<file path="src/rtl/rxs_pkg.sv">
package rxs_pkg;

    typedef enum logic [2:0] {
        ST_IDLE,
        ST_START,
        ST_DATA,
        ST_PARITY,
        ST_STOP
    } rx_state_t;

    // Parity rule codes carried on par_mode
    localparam logic [2:0] PM_EVEN = 3'd0;
    localparam logic [2:0] PM_ODD  = 3'd1;
    localparam logic [2:0] PM_ZERO = 3'd2;
    localparam logic [2:0] PM_ONE  = 3'd3;

    // Codes 4..7 mean the frame carries no parity bit
    function automatic logic parity_on(input logic [2:0] mode);
        return !mode[2];
    endfunction

    // Value the parity bit must carry, given the XOR of the data bits
    function automatic logic parity_want(input logic [2:0] mode, input logic data_xor);
        logic r;
        unique case (mode)
            PM_EVEN: r = data_xor;
            PM_ODD:  r = ~data_xor;
            PM_ZERO: r = 1'b0;
            PM_ONE:  r = 1'b1;
            default: r = 1'b0;
        endcase
        return r;
    endfunction

endpackage

</file>
<file path="src/rtl/rxs_sync.sv">
module rxs_sync #(
    parameter int STAGES = 2
) (
    input  logic clk,
    input  logic rst_n,
    input  logic d,
    output logic q
);
    logic [STAGES-1:0] chain;

    generate
        if (STAGES == 1) begin : g_single
            always_ff @(posedge clk or negedge rst_n) begin
                if (!rst_n) chain <= '1;
                else        chain <= d;
            end
        end else begin : g_multi
            always_ff @(posedge clk or negedge rst_n) begin
                if (!rst_n) chain <= '1;
                else        chain <= {chain[STAGES-2:0], d};
            end
        end
    endgenerate

    assign q = chain[STAGES-1];
endmodule

</file>
<file path="src/rtl/rxs_framer.sv">
module rxs_framer
    import rxs_pkg::*;
#(
    parameter int OVERSAMPLE = 16,
    parameter int DATA_BITS  = 8
) (
    input  logic                 clk,
    input  logic                 rst_n,
    input  logic                 tick,
    input  logic                 rx,
    input  logic [2:0]           par_mode,
    output logic                 done,
    output logic [DATA_BITS-1:0] data,
    output logic                 perr,
    output logic                 ferr
);
    localparam int CNT_W = $clog2(OVERSAMPLE);
    localparam int IDX_W = (DATA_BITS > 1) ? $clog2(DATA_BITS) : 1;
    localparam logic [CNT_W-1:0] MID_CNT  = CNT_W'(OVERSAMPLE / 2 - 1);
    localparam logic [CNT_W-1:0] LAST_CNT = CNT_W'(OVERSAMPLE - 1);
    localparam logic [IDX_W-1:0] LAST_IDX = IDX_W'(DATA_BITS - 1);

    rx_state_t              st, st_n;
    logic [CNT_W-1:0]       cnt, cnt_n;
    logic [IDX_W-1:0]       idx, idx_n;
    logic [DATA_BITS-1:0]   sh, sh_n;
    logic [2:0]             mode_q, mode_n;
    logic                   pbit, pbit_n;

    // state register
    always_ff @(posedge clk or negedge rst_n) begin
        if (!rst_n) st <= ST_IDLE;
        else        st <= st_n;
    end

    // datapath registers
    always_ff @(posedge clk or negedge rst_n) begin
        if (!rst_n) begin
            cnt    <= '0;
            idx    <= '0;
            sh     <= '0;
            mode_q <= '0;
            pbit   <= 1'b0;
        end else begin
            cnt    <= cnt_n;
            idx    <= idx_n;
            sh     <= sh_n;
            mode_q <= mode_n;
            pbit   <= pbit_n;
        end
    end

    // next state and outputs
    always_comb begin
        st_n   = st;
        cnt_n  = cnt;
        idx_n  = idx;
        sh_n   = sh;
        mode_n = mode_q;
        pbit_n = pbit;
        done   = 1'b0;
        perr   = 1'b0;
        ferr   = 1'b0;
        unique case (st)
            ST_IDLE: begin
                if (tick && !rx) begin
                    st_n  = ST_START;
                    cnt_n = '0;
                end
            end
            ST_START: begin
                if (tick) begin
                    if (cnt == MID_CNT) begin
                        if (rx) begin
                            st_n = ST_IDLE;
                        end else begin
                            st_n   = ST_DATA;
                            cnt_n  = '0;
                            idx_n  = '0;
                            mode_n = par_mode;
                        end
                    end else begin
                        cnt_n = cnt + CNT_W'(1);
                    end
                end
            end
            ST_DATA: begin
                if (tick) begin
                    if (cnt == LAST_CNT) begin
                        cnt_n = '0;
                        sh_n  = {rx, sh[DATA_BITS-1:1]};
                        if (idx == LAST_IDX) begin
                            st_n = parity_on(mode_q) ? ST_PARITY : ST_STOP;
                        end else begin
                            idx_n = idx + IDX_W'(1);
                        end
                    end else begin
                        cnt_n = cnt + CNT_W'(1);
                    end
                end
            end
            ST_PARITY: begin
                if (tick) begin
                    if (cnt == LAST_CNT) begin
                        cnt_n  = '0;
                        pbit_n = rx;
                        st_n   = ST_STOP;
                    end else begin
                        cnt_n = cnt + CNT_W'(1);
                    end
                end
            end
            ST_STOP: begin
                if (tick) begin
                    if (cnt == LAST_CNT) begin
                        cnt_n = '0;
                        st_n  = ST_IDLE;
                        done  = 1'b1;
                        ferr  = !rx;
                        perr  = parity_on(mode_q) && (pbit != parity_want(mode_q, ^sh));
                    end else begin
                        cnt_n = cnt + CNT_W'(1);
                    end
                end
            end
            default: st_n = ST_IDLE;
        endcase
    end

    assign data = sh;
endmodule

</file>
<file path="src/rtl/rxs_status.sv">
module rxs_status #(
    parameter int DATA_BITS = 8,
    parameter int N_FLAGS   = 3
) (
    input  logic                 clk,
    input  logic                 rst_n,
    input  logic                 done,
    input  logic [DATA_BITS-1:0] data,
    input  logic                 perr,
    input  logic                 ferr,
    input  logic                 rd,
    input  logic                 clr,
    output logic [DATA_BITS-1:0] hold,
    output logic                 ready,
    output logic [N_FLAGS-1:0]   flags
);
    logic [N_FLAGS-1:0] event_v;
    logic               ovr_ev;

    assign ovr_ev  = done && ready && !rd;
    assign event_v = {done && ferr, done && perr, ovr_ev};

    always_ff @(posedge clk or negedge rst_n) begin
        if (!rst_n) begin
            hold  <= '0;
            ready <= 1'b0;
        end else begin
            if (done) begin
                hold  <= data;
                ready <= 1'b1;
            end else if (rd) begin
                ready <= 1'b0;
            end
        end
    end

    // one latched cell per error; a new event outranks the clear
    genvar i;
    generate
        for (i = 0; i < N_FLAGS; i++) begin : g_flag
            always_ff @(posedge clk or negedge rst_n) begin
                if (!rst_n) flags[i] <= 1'b0;
                else        flags[i] <= event_v[i] | (flags[i] & ~clr);
            end
        end
    endgenerate
endmodule

</file>
<file path="src/rtl/rx_sticky_uart.sv">
module rx_sticky_uart #(
    parameter int OVERSAMPLE  = 16,
    parameter int DATA_BITS   = 8,
    parameter int SYNC_STAGES = 2
) (
    input  logic                 clk,
    input  logic                 rst_n,
    input  logic                 tick16,
    input  logic                 rx_line,
    input  logic [2:0]           par_mode,
    input  logic                 rd_strobe,
    input  logic                 clr_status,
    output logic [DATA_BITS-1:0] rx_data,
    output logic [3:0]           status
);
    localparam int N_FLAGS = 3;

    logic                 rx_s;
    logic                 done_w;
    logic                 perr_w;
    logic                 ferr_w;
    logic [DATA_BITS-1:0] byte_w;
    logic                 ready_w;
    logic [N_FLAGS-1:0]   flags_w;

    rxs_sync #(.STAGES(SYNC_STAGES)) u_sync (
        .clk   (clk),
        .rst_n (rst_n),
        .d     (rx_line),
        .q     (rx_s)
    );

    rxs_framer #(.OVERSAMPLE(OVERSAMPLE), .DATA_BITS(DATA_BITS)) u_framer (
        .clk      (clk),
        .rst_n    (rst_n),
        .tick     (tick16),
        .rx       (rx_s),
        .par_mode (par_mode),
        .done     (done_w),
        .data     (byte_w),
        .perr     (perr_w),
        .ferr     (ferr_w)
    );

    rxs_status #(.DATA_BITS(DATA_BITS), .N_FLAGS(N_FLAGS)) u_status (
        .clk   (clk),
        .rst_n (rst_n),
        .done  (done_w),
        .data  (byte_w),
        .perr  (perr_w),
        .ferr  (ferr_w),
        .rd    (rd_strobe),
        .clr   (clr_status),
        .hold  (rx_data),
        .ready (ready_w),
        .flags (flags_w)
    );

    assign status = {flags_w, ready_w};
endmodule

</file>
<file path="config.mk">
export PLATFORM = sky130hd
export DESIGN_NAME = rx_sticky_uart
export DESIGN_NICKNAME = d
export VERILOG_FILES = /design/src/rtl/rxs_pkg.sv /design/src/rtl/rxs_sync.sv /design/src/rtl/rxs_framer.sv /design/src/rtl/rxs_status.sv /design/src/rtl/rx_sticky_uart.sv
export SDC_FILE = /design/constraint.sdc
export NUM_CORES = 1
export LEC_CHECK = 0
export BUFFER_PORTS_ARGS = -buffer_cell sky130_fd_sc_hd__buf_2
export CORE_MARGIN = 2
export CORE_UTILIZATION = 50
export DETAILED_ROUTE_END_ITERATION = 8
export GPL_ROUTABILITY_DRIVEN = 0
export PLACE_DENSITY = 0.7
export SETUP_SLACK_MARGIN = 0.02
export SLEW_MARGIN = 25
export SYNTH_ARGS = -nofsm -noshare
export SYNTH_HDL_FRONTEND = slang
export SYNTH_SLANG_ARGS = --single-unit
</file>
<file path="constraint.sdc">
create_clock -name clk -period 2.07 [get_ports clk]
set_input_delay 0.1035 -clock clk [delete_from_list [all_inputs] [get_ports clk]]
set_output_delay 0.1035 -clock clk [all_outputs]
set_load 0.05 [all_outputs]
</file>
-- After elaboration in Yosys (flattened, before gate mapping)
Index checks and enable logic that the tools add are counted.
- flip-flop bits (word level): 36
- input bits: 9
- output and inout port bits: 12
- word-level logic and storage cells: 111
- $add $sub $neg: 2
- eq/ne operators: 24
- mux-type cells: 42
- bitwise gates (word level): 9
- reduce and logical (&&, ||, !) cells: 22
- operators with widths (cell ; number):
    2-to-1 mux 3 bit ; 17
    2-to-1 mux 4 bit ; 6
    case mux 3 bit (5 select lines) ; 1
    2-to-1 mux 1 bit ; 14
    inequality test 2 x 1 -> 1 bit, second input constant ; 7
    inequality test 2 bit, second input constant ; 6
    case mux 4 bit (3 select lines) ; 1
    AND reduction 10 bit ; 1
    equality test 3 x 2 -> 1 bit, second input constant ; 3
    XOR reduction 8 bit ; 1
    AND reduction 7 bit ; 1
    equality test 3 x 1 -> 1 bit, second input constant ; 2
    equality test 3 bit, second input constant ; 2
    logical AND 1 bit ; 6
    logical NOT 3 bit ; 2
    case mux 3 bit (2 select lines) ; 1
    AND reduction 3 bit ; 2
    AND reduction 5 bit ; 1
    adder 4 x 1 -> 4 bit, second input constant ; 1
    equality test 4 x 3 -> 1 bit, second input constant ; 1
    equality test 4 bit, second input constant ; 1
    AND reduction 4 bit ; 1
    nonzero test 2 bit ; 2
    adder 3 x 1 -> 3 bit, second input constant ; 1
    10 further kinds ; 18

-- Logic depth before layout (Yosys ltp)
Gate-level depths: netlist of run 1.
- depth in word-level cells: 13
- depth in mapped cells: 7

-- Modules after synthesis
A second synthesis of run 1 with hierarchy kept.
- cell total of the unflattened synthesis: 146
- area total of the unflattened synthesis: 1786.7 um^2
- by module, submodules not included (module ; times used ; cells an instance ; area an instance (um^2) ; sequential area each (um^2)):
    rxs_framer ; 1 ; 116 ; 1256.2 ; 550.5
    rxs_status ; 1 ; 27 ; 470.5 ; 300.3
    rxs_sync ; 1 ; 2 ; 52.6 ; 52.6
    rx_sticky_uart ; 1 ; 1 ; 7.5 ; 0.0

-- Worst setup path after synthesis of run 1
Ideal clock, no wire load.
- kind: register to register
- start: register u_framer.cnt[0]
- end: register u_framer.idx[0]
- library setup time: 0.125 ns
- arrival time: 1.750 ns
- setup slack: 0.195 ns
- stages on the path, launching flop included: 8
- buffers on the path: 1
- cell sequence: dfrtp_1 -> ha_1 -> and3_1 -> buf_4 -> nand3_2 -> or3_4 -> a21oi_4 -> mux2_4
- longest elaborated chain between the ends: 3
- elaborated cells between the ends (all ways): 5
- ends and longest elaborated chain (what ; RTL line ; source):
    start, declared ; rxs_framer.sv:24 ; logic [CNT_W-1:0] cnt, cnt_n;
    start signal, assigned ; rxs_framer.sv:45 ; cnt <= cnt_n;
    equality test 4 bit / equality test 4 x 3 -> 1 bit (equally long branches) ; rxs_framer.sv:89, rxs_framer.sv:73 ;
    inequality test 2 x 1 -> 1 bit (no line) ; - ;
    AND reduction 7 bit (no line) * ; - ;
    end signal, assigned ; rxs_framer.sv:46 ; idx <= idx_n;
    end, declared ; rxs_framer.sv:25 ; logic [IDX_W-1:0] idx, idx_n;
Every way passes the cells marked *; elsewhere a longest branch is shown, timed or not.
A chain may end at the register's enable or synchronous reset.

-- Final worst setup path of run 1
Ends and elaborated chain as after synthesis.

==> results of run 1 <==
[worst paths after layout]
kind                       cells after the start  slack (ns)                      endpoint
max                                            6        0.10   u_framer.idx[0]$_DFFE_PN0P_
min                                            3        0.04    u_status.ready$_DFFE_PN0P_
max reg2reg                                    6        0.10   u_framer.idx[0]$_DFFE_PN0P_
min reg2reg                                    0        0.37     u_sync.chain[1]$_DFF_PN1_
max in group asynchronous                      2        1.22  u_status.hold[5]$_DFFE_PN0P_
min in group asynchronous                      2        0.36    u_framer.st[2]$_DFFE_PN0P_
[area by class of cell]
type	instances	area, um^2
fill	289	1310
sequential	36	903
multi-input combinational	102	797
timing repair buffer	32	205
tap	46	57.6
clock buffer	7	55.1
inverter	7	26.3
clock inverter	1	7.51
[layer usage]
| layer | part of all wire [%] | vias to the layer above |
|---|---|---|
| met5 | 0 | - |
| met3 | 3.5 | 7 |
| met4 | 2.1 | 0 |
| li1 | - | 594 |
| met1 | 45 | 604 |
| met2 | 49 | 29 |
[timing repair]
action	4_1_cts	5_1_grt
resized for setup	0	2
hold endpoints to repair	40	0
endpoints found under the setup margin	0	2
setup buffers	0	1
hold buffers	6	0
[cell families after synthesis]
logic type / Yosys count
simple gates: 46
compound gates: 17
mux: 27
xor+xnor: 9
buf+inv: 15
flops: 36
fa+ha+maj: 3
[stage by stage]
step	worst slack (ns)	hold WS [ns]	power, mW
2_1_floorplan	0.195	-0.192	1.37
3_3_place_gp	0.149	0.210	1.48
3_5_place_dp	0.0766	0.211	1.52
4_1_cts	0.0556	0.0318	1.94
5_1_grt	0.0304	0.0272	2.10
6_report	0.100	0.0380	1.94
[cell usage in the layout, fill, tap and decap left out, types with 2 or more instances in the layout]
master         instances
nor2_1                 6
dfstp_2                2
buf_4                  6
xnor2_1                7
ha_1                   2
mux2_2                21
o21ai_0                5
o221ai_1               2
nand2b_1               5
xor2_1                 2
nor3b_1                2
dfrtp_1               34
o22ai_1                3
dlygate4sd3_1          6
a21oi_1                2
nor3_1                 2
inv_1                  7
nand3_1                5
buf_2                 20
nand2_1               13
mux2i_1                5
clkbuf_4               5
[where the power goes]
group	switching [mW]	leakage [nW]	internal, mW
Clock	0.238	0.0315	0.166
Sequential	0.122	0.477	0.795
Combinational	0.328	0.498	0.295
[flip-flops by register name (all words and copies together) (netlist names)]
| register | count |
|---|---|
| u_framer.data | 8 |
| u_status.hold | 8 |
| u_framer.cnt | 4 |
| u_framer.idx | 3 |
| u_framer.mode_q | 3 |
| u_framer.st | 3 |
| u_status.flags | 3 |
| u_sync.chain | 2 |
| u_framer.pbit | 1 |
| u_status.ready | 1 |
[worst max-delay path: cells and delay by family (launching register included)]
kind	cells	cell delay, ns
and+or+nand+nor	3	0.71
DFF	1	0.41
muxes	1	0.31
adders and majority gates	1	0.23
AOI/OAI and AO/OA	1	0.21
==> reports/results.tsv, run 1 <==
stage	metric	value	unit
final_layout	final instance area	0.00205	mm^2
global_route	number of global-route vias before repair	1283	
route	drt pass-1 iters	4	
placed_design	Detailed Place HPWL	2310	um
route	drt via density	5.34	
cts	Num CTS Buffers	5	
synthesis	register area share after synthesis	51.0	%
route	routed vias	1234	
synthesis	Synth Area in Compound Gates	6.86	%
floorplan	core area	0.00336	mm^2
cts	Clk Latency, worst-skew pair	0.35	ns
route	post-route ant nets	0	
global_route	GRT busiest layer	met2	
synthesis	register bit total from synthesis	36	
synthesis	ranking of synthesized cells by area	dfrtp_1, mux2_2, xnor2_1, dfstp_2, mux2i_1	
synthesis	Mapped Area	0.00177	mm^2
synthesis	adder-cell share of the synthesized area	2.12	%
setup_path	Arrival @ worst endpoint	2.21	ns
floorplan	initial core utilization	52.6	%
global_route	GR Util met3	6.61	%
setup_path	worst r2r src	u_framer.cnt[0]$_DFFE_PN0P_	
floorplan	Die H	63.5	um
synthesis	Cells after Synth	153	
cts	CTS clk-pin slew, worst paths	0.11	ns
timing	fmax	0.508	GHz
global_route	initial antenna violation count	0	
global_route	grt met1 use	24.0	%
floorplan	Ports	21	
synthesis	Post-synth EDFFs	0	
setup_path	Crit Path Category	reg2reg	
timing	Final Cycle Share	95.2	%
floorplan	die width	63.5	um
final_layout	non-filler cells, final	231	
flow_run	maxcap violations	0	
worst_hold_path	Hold Crit Start	rd_strobe	
setup_path	CP startpoint	u_framer.cnt[0]$_DFFE_PN0P_	
placed_design	port buffer count	20	
synthesis	Mapped Nets	165	
placed_design	Area after DPL	0.00192	mm^2
timing	Slew Limit Fails	0	
route	DRC	0	
synthesis	largest family of logic cells by synthesized area	multiplexers	
final_layout	fin util	61.0	%
outcome	outcome	complete, no violations	
timing	final hold violation count	0	
setup_path	crit end category	flip-flop	
route	1st-iter DRT viols	45	
synthesis	xor and xnor area share after synthesis	4.45	%
global_route	first-pass GRT wire length	5820	um
global_route	largest net degree at the start of global routing	37	
floorplan	row cnt	21	
timing	clk_skew	0.00793	ns
synthesis	most frequent cells after synthesis	dfrtp_1, mux2_2, nand2_1	
final_layout	Diodes inserted	0	
synthesis	mux cell area share after synthesis	17.0	%
timing	RSZ-0062 raised after global routing	no	
synthesis	syn_area_per_cell	11.6	um^2
timing	Slew @ Worst Pin	0.782	ns
final_layout	layout cells sized above 1	34.1	%
cts	H-tree depth	2	
synthesis	Async SR Flop Fraction	100	%
global_route	total global-route track usage	19.0	%
pwr	Lkg Pwr	1.01	nW
synthesis	Top FF cell, synth	dfrtp_1	
cts	root buffer cell	clkbuf_4	
setup_path	crit path launch type	flip-flop	
worst_hold_path	hold crit path type	in2reg	
setup_path	CP peak stage delay	0.41	ns
setup_path	CP max FO	6	
final_layout	nets	196	
global_route	grt ovf	0	
setup_path	Worst Path Required	2.31	ns
route	Routed WL per cell	14.2	um
cts	CTS tree	built	
synthesis	largest area contributor in the netlist	dfrtp_1	
floorplan	DIE AREA	0.00403	mm^2
timing	post-route minimum period	1.97	ns
synthesis	Synth cell types	38	
route	Detailed Route WL	3290	um
timing	max_slew headroom	47.9	%
pwr	VDD IR max	0.597	mV
synthesis	Simple-Gate Fraction of Synth Area	14.3	%
cts	# clock sinks	36	
setup_path	slowest CP cell	dfrtp_1	
timing	Fin Setup TNS	0	ns
setup_path	CP cell instances	ha_2, and3_2, nand3_2, or3_4, a21oi_4, mux2_4	
synthesis	most common cell in the netlist	dfrtp_1	
synthesis	synth warn	0	
synthesis	Yosys top cell area share	48.1	%
placed_design	number of cells in the design after placement	216	
final_layout	synth-to-layout area growth	15.9	%
pwr	PD cells	947	mW/mm^2
timing	# setup viols final	0	
global_route	global routing usage on met2	29.7	%
cts	CTS max path bufs	2	
No activity file was read; power rests on OpenSTA's default activity.
==> run 2: changes to the inputs <==
Settings changed: RECOVER_POWER set to 50.
==> run 2 against run 1 <==
Compared with the run above:
- register-to-register slack hardly changed
- core utilization is 0.15 points lower
- fmax stayed put
- sequential share of layout area is 0.11 points higher
- clock-buffer cell count stayed put
- power hardly changed
- flip-flop and latch count stayed put
- non-clock buffer count stayed put
- final cell count stayed put
- critical endpoint unchanged
- largest cell class unchanged
- largest power group unchanged
==> reports/results.tsv, run 2 (synthesis gave the netlist of run 1 again) <==
stage	metric	value	unit	change
outcome	outcome	complete, no violations		
final_layout	FF/Latch Area	903	um^2	unchanged
placed_design	port buffer count	20		unchanged
floorplan	die width	63.5	um	unchanged
timing	max_slew headroom	42.3	%	-5.6 points
pwr	Reg power frac	47.2	%	about the same
route	routed vias	1233		-0.081%
floorplan	initial core utilization	52.6	%	unchanged
timing	Slew @ Worst Pin	0.866	ns	+0.0844 ns
final_layout	non-filler cells, final	231		unchanged
cts	CTS max path bufs	2		unchanged
flow_run	maxcap violations	0		unchanged
timing	RSZ-0062 raised after global routing	no		
route	Routed WL per cell	14.2	um	-0.15%
placed_design	number of cells in the design after placement	216		unchanged
placed_design	Detailed Place HPWL	2310	um	unchanged
pwr	VDD IR max	0.597	mV	about the same
global_route	initial antenna violation count	0		unchanged
pwr	PD cells	949	mW/mm^2	+0.18%
final_layout	Diodes inserted	0		unchanged
global_route	largest net degree at the start of global routing	37		unchanged
pwr	sw frac	35.3	%	-0.040 points
cts	H-tree depth	2		unchanged
route	Detailed Route WL	3280	um	-0.15%
final_layout	layout cells sized above 1	31.9	%	-2.2 points
timing	Slew Limit Fails	0		unchanged
route	drt via density	5.34		about the same
timing	Final Cycle Share	95.2	%	unchanged
worst_hold_path	hold crit path type	in2reg		
global_route	first-pass GRT wire length	5820	um	unchanged
final_layout	Multi-input gate area	797	um^2	unchanged
final_layout	final instance area	0.00205	mm^2	-0.24%
floorplan	DIE AREA	0.00403	mm^2	unchanged
setup_path	CP max FO	6		unchanged
timing	Fin Setup TNS	0	ns	unchanged
final_layout	fillers	291		+0.69%
final_layout	most frequent cells in the layout	dfrtp_1, mux2_2, buf_2, nand2_1		
route	DRC	0		unchanged
setup_path	Worst Path Required	2.31	ns	about the same
cts	root buffer cell	clkbuf_4		
route	post-route ant nets	0		unchanged
floorplan	row cnt	21		unchanged
floorplan	core area	0.00336	mm^2	unchanged
global_route	grt ovf	0		unchanged
route	1st-iter DRT viols	45		unchanged
timing	clk_skew	0.00942	ns	+0.00150 ns
cts	# clock sinks	36		unchanged
timing	# setup viols final	0		unchanged
global_route	number of global-route vias before repair	1283		unchanged
global_route	total global-route track usage	19.0	%	unchanged
route	drt pass-1 iters	4		unchanged
timing	post-route minimum period	1.97	ns	unchanged
cts	CTS clk-pin slew, worst paths	0.11	ns	about the same
pwr	P_int	1.26	mW	about the same
setup_path	crit end category	flip-flop		
setup_path	Crit Path Category	reg2reg		
pwr	Combinational Power Share	32.0	%	about the same
floorplan	Die H	63.5	um	unchanged
timing	final hold violation count	0		unchanged
pwr	Pwr Total	1.94	mW	about the same
placed_design	Area after DPL	0.00192	mm^2	unchanged
cts	Clk Latency, worst-skew pair	0.35	ns	about the same
floorplan	Ports	21		unchanged
pwr	Clock Power Share	20.8	%	about the same
final_layout	nets	196		unchanged
final_layout	most common cell after layout, fill and taps aside	dfrtp_1		
final_layout	synth-to-layout area growth	15.6	%	
cts	Num CTS Buffers	5		unchanged
timing	fmax	0.508	GHz	unchanged
setup_path	Arrival @ worst endpoint	2.21	ns	about the same
setup_path	crit path launch type	flip-flop		
cts	CTS tree	built		
pwr	sw power	686	uW	-0.18%
pwr	Lkg Pwr	0.989	nW	-1.7%
run 2: area by class of cell:
class / count / area share (%)
sequential: 36 / 44.1
multi-input combinational: 102 / 38.9
timing repair buffer: 32 / 9.78
tap: 46 / 2.81
clock buffer: 7 / 2.69
inverter: 7 / 1.28
clock inverter: 1 / 0.367
run 2: what timing repair did:
item                                    CTS  global route
endpoints found under the hold margin    40             0
hold buffers                              6             0
endpoints found under the setup margin    0             2
resized for setup                         0             2
setup buffers                             0             1
run 2: critical path: stages (launching register included):
cell	delay, ns
dfrtp_1	0.41
ha_2	0.23
and3_2	0.26
nand3_2	0.10
or3_4	0.35
a21oi_4	0.21
mux2_4	0.31
run 2: path summary, 6_finish.rpt:
path,startpoint,to,slack [ns],cells after the start
min in group asynchronous,rst_n,u_framer.st[2]$_DFFE_PN0P_,0.39,2
worst min-delay path,rd_strobe,u_status.ready$_DFFE_PN0P_,0.04,3
worst max-delay path,u_framer.cnt[0]$_DFFE_PN0P_,u_framer.idx[0]$_DFFE_PN0P_,0.10,6
worst max register to register,u_framer.cnt[0]$_DFFE_PN0P_,u_framer.idx[0]$_DFFE_PN0P_,0.10,6
worst min register to register,u_sync.chain[0]$_DFF_PN1_,u_sync.chain[1]$_DFF_PN1_,0.37,0
max in group asynchronous,rst_n,u_framer.data[4]$_DFFE_PN0P_,1.14,2
run 2: metrics by stage:
stage          setup slack (ns)  util [%]  hold slack [ns]
2_1_floorplan             0.195         -           -0.192
6_report                  0.100      60.9           0.0380
4_1_cts                  0.0556      60.7           0.0318
3_5_place_dp             0.0766      57.0            0.211
3_3_place_gp              0.149      57.0            0.210
5_1_grt                  0.0304      60.9           0.0272
run 2: power by group through the flow:
stage,registers (mW),clock network (mW),logic (mW)
global route,0.939,0.454,0.703
finish,0.917,0.403,0.622
floorplan,0.874,0,0.500
global placement,0.924,0,0.554
detailed placement,0.931,0,0.590
CTS,0.916,0.416,0.605
run 2: per-layer routing:
layer	wire, um	vias up	track usage (%)
met5	0	-	0
met4	68	0	7.88
met3	115	7	6.61
met2	1610	29	29.7
met1	1490	603	24.0
li1	-	594	-
